<file path="src/rtl/mix_pkg.sv">
package mix_pkg;

  typedef enum logic [1:0] {
    ST_IDLE = 2'd0,
    ST_REQ  = 2'd1,
    ST_HELD = 2'd2,
    ST_RTZ  = 2'd3
  } mix_st_e;

  typedef enum logic {
    OWN_A = 1'b0,
    OWN_B = 1'b1
  } mix_own_e;

  // exactly one input requesting: a legal start condition
  function automatic logic single_req(input logic ra, input logic rb);
    return ra ^ rb;
  endfunction

  // request level of the port that owns the cycle
  function automatic logic owner_req(input mix_own_e own, input logic ra, input logic rb);
    return (own == OWN_B) ? rb : ra;
  endfunction

  // acknowledge phase spans the held and return-to-zero states
  function automatic logic ack_phase(input mix_st_e st);
    return (st == ST_HELD) || (st == ST_RTZ);
  endfunction

  function automatic logic req_phase(input mix_st_e st);
    return (st == ST_REQ) || (st == ST_HELD);
  endfunction

endpackage

</file>
<file path="src/rtl/mix_fsm.sv">
module mix_fsm
  import mix_pkg::*;
(
  input  logic     clk,
  input  logic     rst_n,
  input  logic     a_req,
  input  logic     b_req,
  input  logic     c_ack,
  output mix_st_e  state,
  output mix_own_e owner,
  output logic     start_ev,
  output logic     done_ev
);
  mix_st_e  st_q, st_d;
  mix_own_e own_q, own_d;

  always_comb begin
    st_d     = st_q;
    own_d    = own_q;
    start_ev = 1'b0;
    done_ev  = 1'b0;
    unique case (st_q)
      ST_IDLE: if (single_req(a_req, b_req)) begin
        st_d     = ST_REQ;
        own_d    = b_req ? OWN_B : OWN_A;
        start_ev = 1'b1;
      end
      ST_REQ:  if (c_ack) st_d = ST_HELD;
      ST_HELD: if (!owner_req(own_q, a_req, b_req)) st_d = ST_RTZ;
      ST_RTZ:  if (!c_ack) begin
        st_d    = ST_IDLE;
        done_ev = 1'b1;
      end
      default: st_d = ST_IDLE;
    endcase
  end

  always_ff @(posedge clk) begin
    if (!rst_n) begin
      st_q  <= ST_IDLE;
      own_q <= OWN_A;
    end else begin
      st_q  <= st_d;
      own_q <= own_d;
    end
  end

  assign state = st_q;
  assign owner = own_q;
endmodule

</file>
<file path="src/rtl/mix_route.sv">
module mix_route
  import mix_pkg::*;
(
  input  mix_st_e  state,
  input  mix_own_e owner,
  output logic     c_req,
  output logic     a_ack,
  output logic     b_ack
);
  logic ack_on;

  assign ack_on = ack_phase(state);
  assign c_req  = req_phase(state);
  assign a_ack  = ack_on && (owner == OWN_A);
  assign b_ack  = ack_on && (owner == OWN_B);
endmodule

</file>
<file path="src/rtl/mix_clash.sv">
module mix_clash (
  input  logic clk,
  input  logic rst_n,
  input  logic a_req,
  input  logic b_req,
  output logic err
);
  logic both, both_q, err_q;

  assign both = a_req && b_req;

  always_ff @(posedge clk) begin
    if (!rst_n) begin
      both_q <= 1'b0;
      err_q  <= 1'b0;
    end else begin
      both_q <= both;
      err_q  <= both && !both_q;
    end
  end

  assign err = err_q;
endmodule

</file>
<file path="src/rtl/hs_mixer.sv">
module hs_mixer
  import mix_pkg::*;
(
  input  logic clk,
  input  logic rst_n,
  input  logic a_req,
  output logic a_ack,
  input  logic b_req,
  output logic b_ack,
  output logic c_req,
  input  logic c_ack,
  output logic mix_err
);
  mix_st_e  state;
  mix_own_e owner;
  logic     start_ev, done_ev;

  mix_fsm u_fsm (
    .clk(clk), .rst_n(rst_n), .a_req(a_req), .b_req(b_req), .c_ack(c_ack),
    .state(state), .owner(owner), .start_ev(start_ev), .done_ev(done_ev)
  );

  mix_route u_route (
    .state(state), .owner(owner), .c_req(c_req), .a_ack(a_ack), .b_ack(b_ack)
  );

  mix_clash u_clash (
    .clk(clk), .rst_n(rst_n), .a_req(a_req), .b_req(b_req), .err(mix_err)
  );
endmodule

</file>
<file path="config.mk">
export PLATFORM = sky130hd
export DESIGN_NAME = hs_mixer
export DESIGN_NICKNAME = d
export VERILOG_FILES = /design/src/rtl/mix_pkg.sv /design/src/rtl/mix_fsm.sv /design/src/rtl/mix_route.sv /design/src/rtl/mix_clash.sv /design/src/rtl/hs_mixer.sv
export SDC_FILE = /design/constraint.sdc
export NUM_CORES = 1
export LEC_CHECK = 0
export BUFFER_PORTS_ARGS = -buffer_cell sky130_fd_sc_hd__buf_2
export CAP_MARGIN = 40
export CORE_AREA = 2 2 39 41
export DETAILED_ROUTE_END_ITERATION = 10
export DIE_AREA = 0 0 41 43
export PLACE_DENSITY_LB_ADDON = 0.08
export SLEW_MARGIN = 10
export SYNTH_ARGS = -nofsm -noshare
export SYNTH_HDL_FRONTEND = slang
export SYNTH_SLANG_ARGS = --single-unit
</file>
<file path="constraint.sdc">
create_clock -name clk -period 1.94 [get_ports clk]
set_clock_uncertainty 0.05 [all_clocks]
set_input_delay 0.097 -clock clk [delete_from_list [all_inputs] [get_ports clk]]
set_output_delay 0.097 -clock clk [all_outputs]
set_load 0.005 [all_outputs]
</file>
Word level (Yosys, flattened, before mapping)
Cells that the tools add are included.

Eq/ne operators: 7. Muxes and demuxes: 7. Bitwise gates (word level): 2. Reductions and logical operators: 10.

Operator list (count): two-way mux 2 bit (4); case mux 2 bit (4 select lines) (1); inequality test 2 bit (second input constant) (3); == test 2 bit (second input constant) (2); logical AND 1 bit (4); AND reduction 4 bit (1); == test 2 x 1 -> 1 bit (second input constant) (1); zero test 2 bit (1); logical OR 1 bit (2); two-way mux 1 bit (2); inequality test 2 x 1 -> 1 bit (second input constant) (1); AND reduction 2 bit (1); zero test 1 bit (1); inverter 1 bit (1); XOR 1 bit (1).

Bits in registers: 5. Input bits: 5. Output and inout port bits: 4. Word-level logic and storage cells: 30.

Depth between registers and ports, before layout
Gate-level depths: netlist of run 1.

Word-level depth: 3. Gate-level depth with buffers: 5. Mapped depth without buffers: 5.

By module
From an unflattened synthesis of run 1, not the netlist that was laid out.

Cells, all modules: 36. Area, all modules: 367.9 um2.

By module, submodules not included: mix_fsm (times used 1, cells an instance 26, area an instance 261.5 um2, sequential area each 60.1 um2); mix_clash (times used 1, cells an instance 4, area an instance 56.3 um2, sequential area each 40.0 um2); mix_route (times used 1, cells an instance 6, area an instance 50.0 um2, sequential area each 0.0 um2).

Worst setup path after synthesis of run 1
Ideal clock, no wire load.

Path type: flip-flop to flip-flop. Start: register u_fsm.st_q[1], in the netlist u_fsm.state[1]. End: register u_fsm.st_q[1], in the netlist u_fsm.state[1]. Setup time: 0.072 ns. Arrival: 1.239 ns. Required time: 1.818 ns. Path slack: 0.579 ns. Cell stages (with the launch flop): 6. Path buffers: 0. Clock period less this slack: 1.361 ns. Cell sequence: dfxtp_1 > inv_1 > ha_1 > mux2_2 > a221oi_4 > mux2i_1.

Word-level cells in the longest chain between the ends: 3. Elaborated cells on any way between the ends: 10.

RTL lines: from (decl) (RTL line mix_fsm.sv:14) `mix_st_e st_q, st_d;`; from (signal assigned) (RTL line mix_fsm.sv:43) `st_q <= st_d;`; == test 2 bit (tied with other cells) (RTL line mix_fsm.sv:22) `unique case (st_q)`; inequality test 2 bit (no source line) or inequality test 2 x 1 -> 1 bit (tied branches); AND reduction 4 bit (no source line).

Several ways; a longest one is shown, not always the timed one. A chain may end at the register's enable or synchronous reset.

Worst setup path after layout of run 1
Start: register u_fsm.st_q[0], in the netlist u_fsm.state[0]. End: output b_ack.

Word-level cells in the longest chain between the ends: 3. Elaborated cells on any way between the ends: 4.

RTL lines: == test 2 bit (RTL line mix_pkg.sv:27) `return (st == ST_HELD) || (st == ST_RTZ);`; logical OR 1 bit * (RTL line mix_pkg.sv:27); logical AND 1 bit * (RTL line mix_route.sv:15) `assign b_ack = ack_on && (owner == OWN_B);`; to (decl) (RTL line hs_mixer.sv:9) `output logic b_ack,`.

Mark *: on every way between the ends. The rest lies on a longest branch, timed or not.

==> results of run 1 <==
==> flip-flops by register name, summed over array words and instances, names as in the netlist <==
signal and cells:
u_clash.both_q 1, u_clash.err 1, u_fsm.owner 1, u_fsm.state 2
==> worst reg2reg max path, stage by stage, from the launching register on <==
cell and delay [ps]:
dfxtp_1 370, inv_1 80, ha_1 170, mux2_2 300
a221oi_4 220, mux2i_1 200
==> kinds of logic (layout without fill, tap and decap cells) <==
logic type,Yosys count,count (layout)
compound gates,3,3
flops,5,5
buf+inv,3,15
mux,4,4
fa+ha+maj,5,5
simple gates,9,9
==> metrics by stage <==
step / instances / hold WS, ps / area, µm² / total power, µW
after floorplan: 29 / 175 / 307 / 341
after global placement: 53 / 325 / 367 / 401
after detailed placement: 53 / 322 / 367 / 411
after CTS: 57 / 90.3 / 393 / 533
after global routing: 57 / 103 / 393 / 575
final: 57 / 88.1 / 393 / 520
==> power groups by stage <==
stage          Clock [µW]  Combinational (µW)  Sequential, µW
2_1_floorplan           0                 191             149
3_3_place_gp            0                 245             156
3_5_place_dp            0                 254             157
4_1_cts               122                 256             155
5_1_grt               130                 284             160
6_report              118                 248             154
==> final timing paths <==
path             startpoint              to  slack, ps  depth (start not counted)
max          u_fsm.state[0]           b_ack        470                          5
min                   rst_n     u_fsm.owner         90                          2
max reg2reg  u_fsm.state[1]  u_fsm.state[1]        490                          5
min reg2reg  u_clash.both_q     u_clash.err        330                          1
==> placed cells by master (no fill, tap or decap) <==
master,synthesis,final
a221oi_4,1,1
and2_1,1,1
buf_2,0,8
clkbuf_1,0,1
clkbuf_4,0,3
dfxtp_1,5,5
ha_1,5,5
inv_1,2,2
inv_2,1,1
mux2_2,1,1
mux2_4,1,1
mux2i_1,2,2
nand2_1,3,3
nor2_1,2,2
nor2b_1,3,3
o21a_1,1,1
o31a_1,1,1
==> final cells by class <==
cell class	instances	share of cell area, %
multi-input combinational	21	49.7
inverter	3	2.87
timing repair buffer	8	10.2
clock buffer	4	6.69
tap	16	5.10
sequential	5	25.5
==> routing by layer <==
| metal | up-vias | part of all wire, % | global-route usage [%] |
|---|---|---|---|
| met1 | 104 | 41 | 8.36 |
| met4 | 0 | 0 | 2.00 |
| li1 | 120 | - | - |
| met2 | 10 | 53 | 13.4 |
| met3 | 0 | 6.2 | 6.28 |
| met5 | - | 0 | 0 |
==> results.md, run 1 <==
* EDFF count, synth at 0
* Commonest cells post-synth: dfxtp_1 (5), ha_1 (5), nand2_1 (3), nor2b_1 (3)
* Final worst-path cycle share at 75.7%
* Hold_buf cts at 0
* Pwr dens at 1320 nW/µm²
* Sequential cell area fraction in the yosys report at 32.7%
* Port bufs at 8
* Initial drt markers at 0
* Core footprint at approximately 1400 µm²
* First-pass GRT wire length at roughly 980 µm
* Sw Pwr at 186 µW
* Synth Area in XOR/XNOR at 0%
* Worst EP arrival at about 1300 ps
* Root buffer cell: clkbuf_4
* Syn_nets at 39
* Multi-input gate area at 195 µm²
* Fin Setup TNS at 0 ps
* Mapped Cells at 29
* Simple-gate portion of the synthesized area at 14.3%
* Register Area at 100 µm²
* H-tree depth at 1
* Final net count at 52
* Final Setup Violations at 0
* Synth-to-layout area growth at 28.2%
* Synth Flop Type: dfxtp_1
* Initial antenna violation count at 0
* Crit path buf inv count at 2
* FP Rows at 14
* Slowest CP cell: dfxtp_1
* WP data required at 1790 ps
* Worst slew pin tran at ~240 ps
* F_max at 681 MHz
* Via count at 234
* Post-Synthesis Cell Area at 307 µm²
* Post-CTS Setup Bufs at 0
* TritonCTS Buffers at 3
* Main combinational cell family by area after synthesis: adder cells
* Vias in the first global route at 257
* Slowest Stage Delay on Critical Path at 380 ps
* Drt first pass iters at 1
* Minimum clock period at 1470 ps
* Critical path cell sequence: inv_1 > ha_1 > nor2_1 > nor2b_1 > buf_2
* Status: finished clean
* Overall Global Routing Usage at 8.43%
* Final Hold Violating Endpoints at 0
* CP Class: flip-flop to primary output
* Die area at 1760 µm²
* Gpl congestion at approximately 0.70
* Worst skew pair latency at approximately 240 ps
* # resized after CTS at 0
* Int Power at 334 µW
* Register share of total power at 29.7%
* Routed WL per cell at 9.37 µm
* Layout cells sized above 1 at a little over a third
* Main area contributors after synthesis: dfxtp_1 (33%), ha_1 (20%), a221oi_4 (8.6%), mux2i_1 (6.5%), nor2b_1 (6.1%)
* Crit path setup slack, layout at 472 ps
* CTS Sinks at 5
* Gate power share at 47.7%
* Max-cap viol count at 0
* Number of diodes at 0
* Critical Path End Type: primary output
* Adder-Cell Fraction of Synth Area at 20.4%
* Setup WS pre-CTS at 476 ps
* CP delay by family, top: flip-flops
* Flops & latches, synth at 5
* Reg clk slew, reported paths at 50 ps
* IO Count at 9
* Final Util at around 28%
* Fill count at 151
* Hold Path Class: input port to flip-flop
* Synth area leader: dfxtp_1
* ANT nets after route at 0
* Pins Over Slew Limit at 0
* WL final at 534 µm
* Synth warnings at 0
* Async set or reset register ratio after synthesis at 0%
* Distinct cell type count after synthesis at 14
* Setup crit start kind: flip-flop
* Share of the synthesized area in the top cell type at between 30% and 40%
* RSZ-0062 raised after global routing: false
* VDD IR-drop max at 435 µV
* CTS tree: built
* Height of the chip at between 40 and 50 µm
* Sw Ratio at a little over a third
* Initial Utilization at 22.2%
* Vias per cell at 4.11
* Dpl hpwl at 467 µm
* Compound-gate portion of the synthesized area at 13.9%
* Max FO, Critical Path at 4
* Max_slew headroom at 84.3%
* DIE WIDTH at just over 40 µm
* CTS max path bufs at 2
* Gr ovfl total at 0
* Pleak at just under 0.0002 µW
* Largest net degree at the start of global routing at 6
* Post-Syn Area per Cell at between 10 and 15 µm²
* Clock power frac at between 20% and 30%
* DRC at 0
* Mux share of post-synthesis cell area at 15.1%
Note: power is estimated with default switching activity, not from simulation.
==> run 2, diff against run 1 <==
- clock period: 1.94 -> 1.2 ns (I/O delays scaled with it)
==> results.md, run 2 (synthesis results as in run 1) <==
* ANT nets after route at 0
* DRC at 0
* CP Class: flip-flop to flip-flop
* Critical Path End Type: flip-flop
* Final net count at 56
* F_max at 724 MHz
* TritonCTS Buffers at 3
* Worst EP arrival at ~1500 ps
* Vias per cell at ~4.2
* Max_slew headroom at 84.0%
* WP data required at 1310 ps
* Largest net degree at the start of global routing at 6
* Gr ovfl total at 0
* Routed WL per cell at 9.64 µm
* Failing checks: negative setup slack
* CTS max path bufs at 2
* WHS at roughly 58 ps
* Overall Global Routing Usage at between 8 and 9%
* Via count at 255
* Setup WS pre-CTS at -196 ps
* Initial Utilization at 22.2%
* Gpl congestion at 0.645
* Root buffer cell: clkbuf_4
* Initial drt markers at 0
* Pins Over Slew Limit at 0
* Final Setup Violations at 4
* Hold Path Class: input port to flip-flop
* Final Hold Violating Endpoints at 0
* DIE WIDTH at roughly 41 µm
* Core footprint at 1380 µm²
* Die area at 1760 µm²
* Minimum clock period at between 1000 and 1500 ps
* VDD IR-drop max at ~740 µV
* Drt first pass iters at 1
* Dpl hpwl at 470 µm
* Max reg flops at 2
* Status: finished, violations left
* First-pass GRT wire length at 938 µm
* Reg clk slew, reported paths at around 50 ps
* Port bufs at 8
* Setup crit start kind: flip-flop
* Max-cap viol count at 0
* Worst skew pair latency at about 240 ps
* Max FO, Critical Path at 4
* WL final at just under 600 µm
* Commonest non-fill, non-tap cell in the layout: buf_2
* FP Rows at 14
* Crit path setup slack, layout at -182 ps
* Final worst-path cycle share at 115%
* IO Count at 9
* Worst slew pin tran at 240 ps
* CTS tree: built
* Height of the chip at approximately 43 µm
* Synth-to-layout area growth at 55.9%
* Pleak at between 0.0002 and 0.00025 µW
* H-tree depth at 1
* Vias in the first global route at 242
* Initial antenna violation count at 0
* CTS Sinks at 5
* RSZ-0062 raised after global routing: true
* Layout cells sized above 1 at roughly three fifths
* Number of diodes at 0
* Pwr dens at 2160 nW/µm²
## run 2: worst paths after layout
kind / from / to / slack (ps) / cells after the start
setup reg to reg: u_fsm.state[1] / u_fsm.state[1] / -180 / 5
hold reg to reg: u_clash.both_q / u_clash.err / 330 / 1
hold / removal: rst_n / u_fsm.owner / 60 / 2
setup / recovery: u_fsm.state[1] / u_fsm.state[1] / -180 / 5
## run 2: worst max-delay path: stages (launching register included)
cell      delay, ps
dfxtp_4         370
inv_4            40
ha_4            140
mux2_4          280
a221oi_4        220
mux2i_1         200
## run 2: metal layers
metal | global-route usage (%) | up-vias | wire length, µm
met5 | 0 | - | 0
met4 | 8.00 | 0 | 0
met3 | 0 | 0 | 28
met2 | 12.5 | 6 | 329
met1 | 9.29 | 122 | 231
li1 | - | 127 | -
## run 2: report_power, final
part           leakage, µW  switching (µW)  internal (µW)  total [µW]
clock network    0.0000150            69.5            126         195
registers        0.0000424            59.8            226         286
logic             0.000164             241            308         549
total             0.000222             371            660        1030
## run 2: area by class of cell
| class | count | area [µm²] |
|---|---|---|
| inverters | 3 | 16.3 |
| clock buffers | 4 | 26.3 |
| flip-flops and latches | 5 | 108 |
| well taps | 16 | 20.0 |
| fillers | 150 | 906 |
| multi-input cells | 21 | 234 |
| repair buffers | 12 | 73.8 |
## run 2: what timing repair did
item | 4_1_cts | 5_1_grt
buffers inserted | 0 | 1
setup endpoints to repair | 6 | 6
pin swaps | 0 | 3
gates cloned | 0 | 0
gates resized for setup | 13 | 0
hold buffers | 0 | 0
## run 2: per-stage QoR
| stage | cells | TNS, ps | instance area, µm² | utilization [%] | power [µW] |
|---|---|---|---|---|---|
| 2_1_floorplan | 29 | -188 | 314 | - | 568 |
| 6_report | 61 | -607 | 478 | 34.5 | 1030 |
| 3_5_place_dp | 56 | -530 | 397 | 28.7 | 712 |
| 3_3_place_gp | 56 | -386 | 397 | 28.7 | 697 |
| 5_1_grt | 61 | -881 | 478 | 34.5 | 1110 |
| 4_1_cts | 60 | -613 | 470 | 34.0 | 1030 |
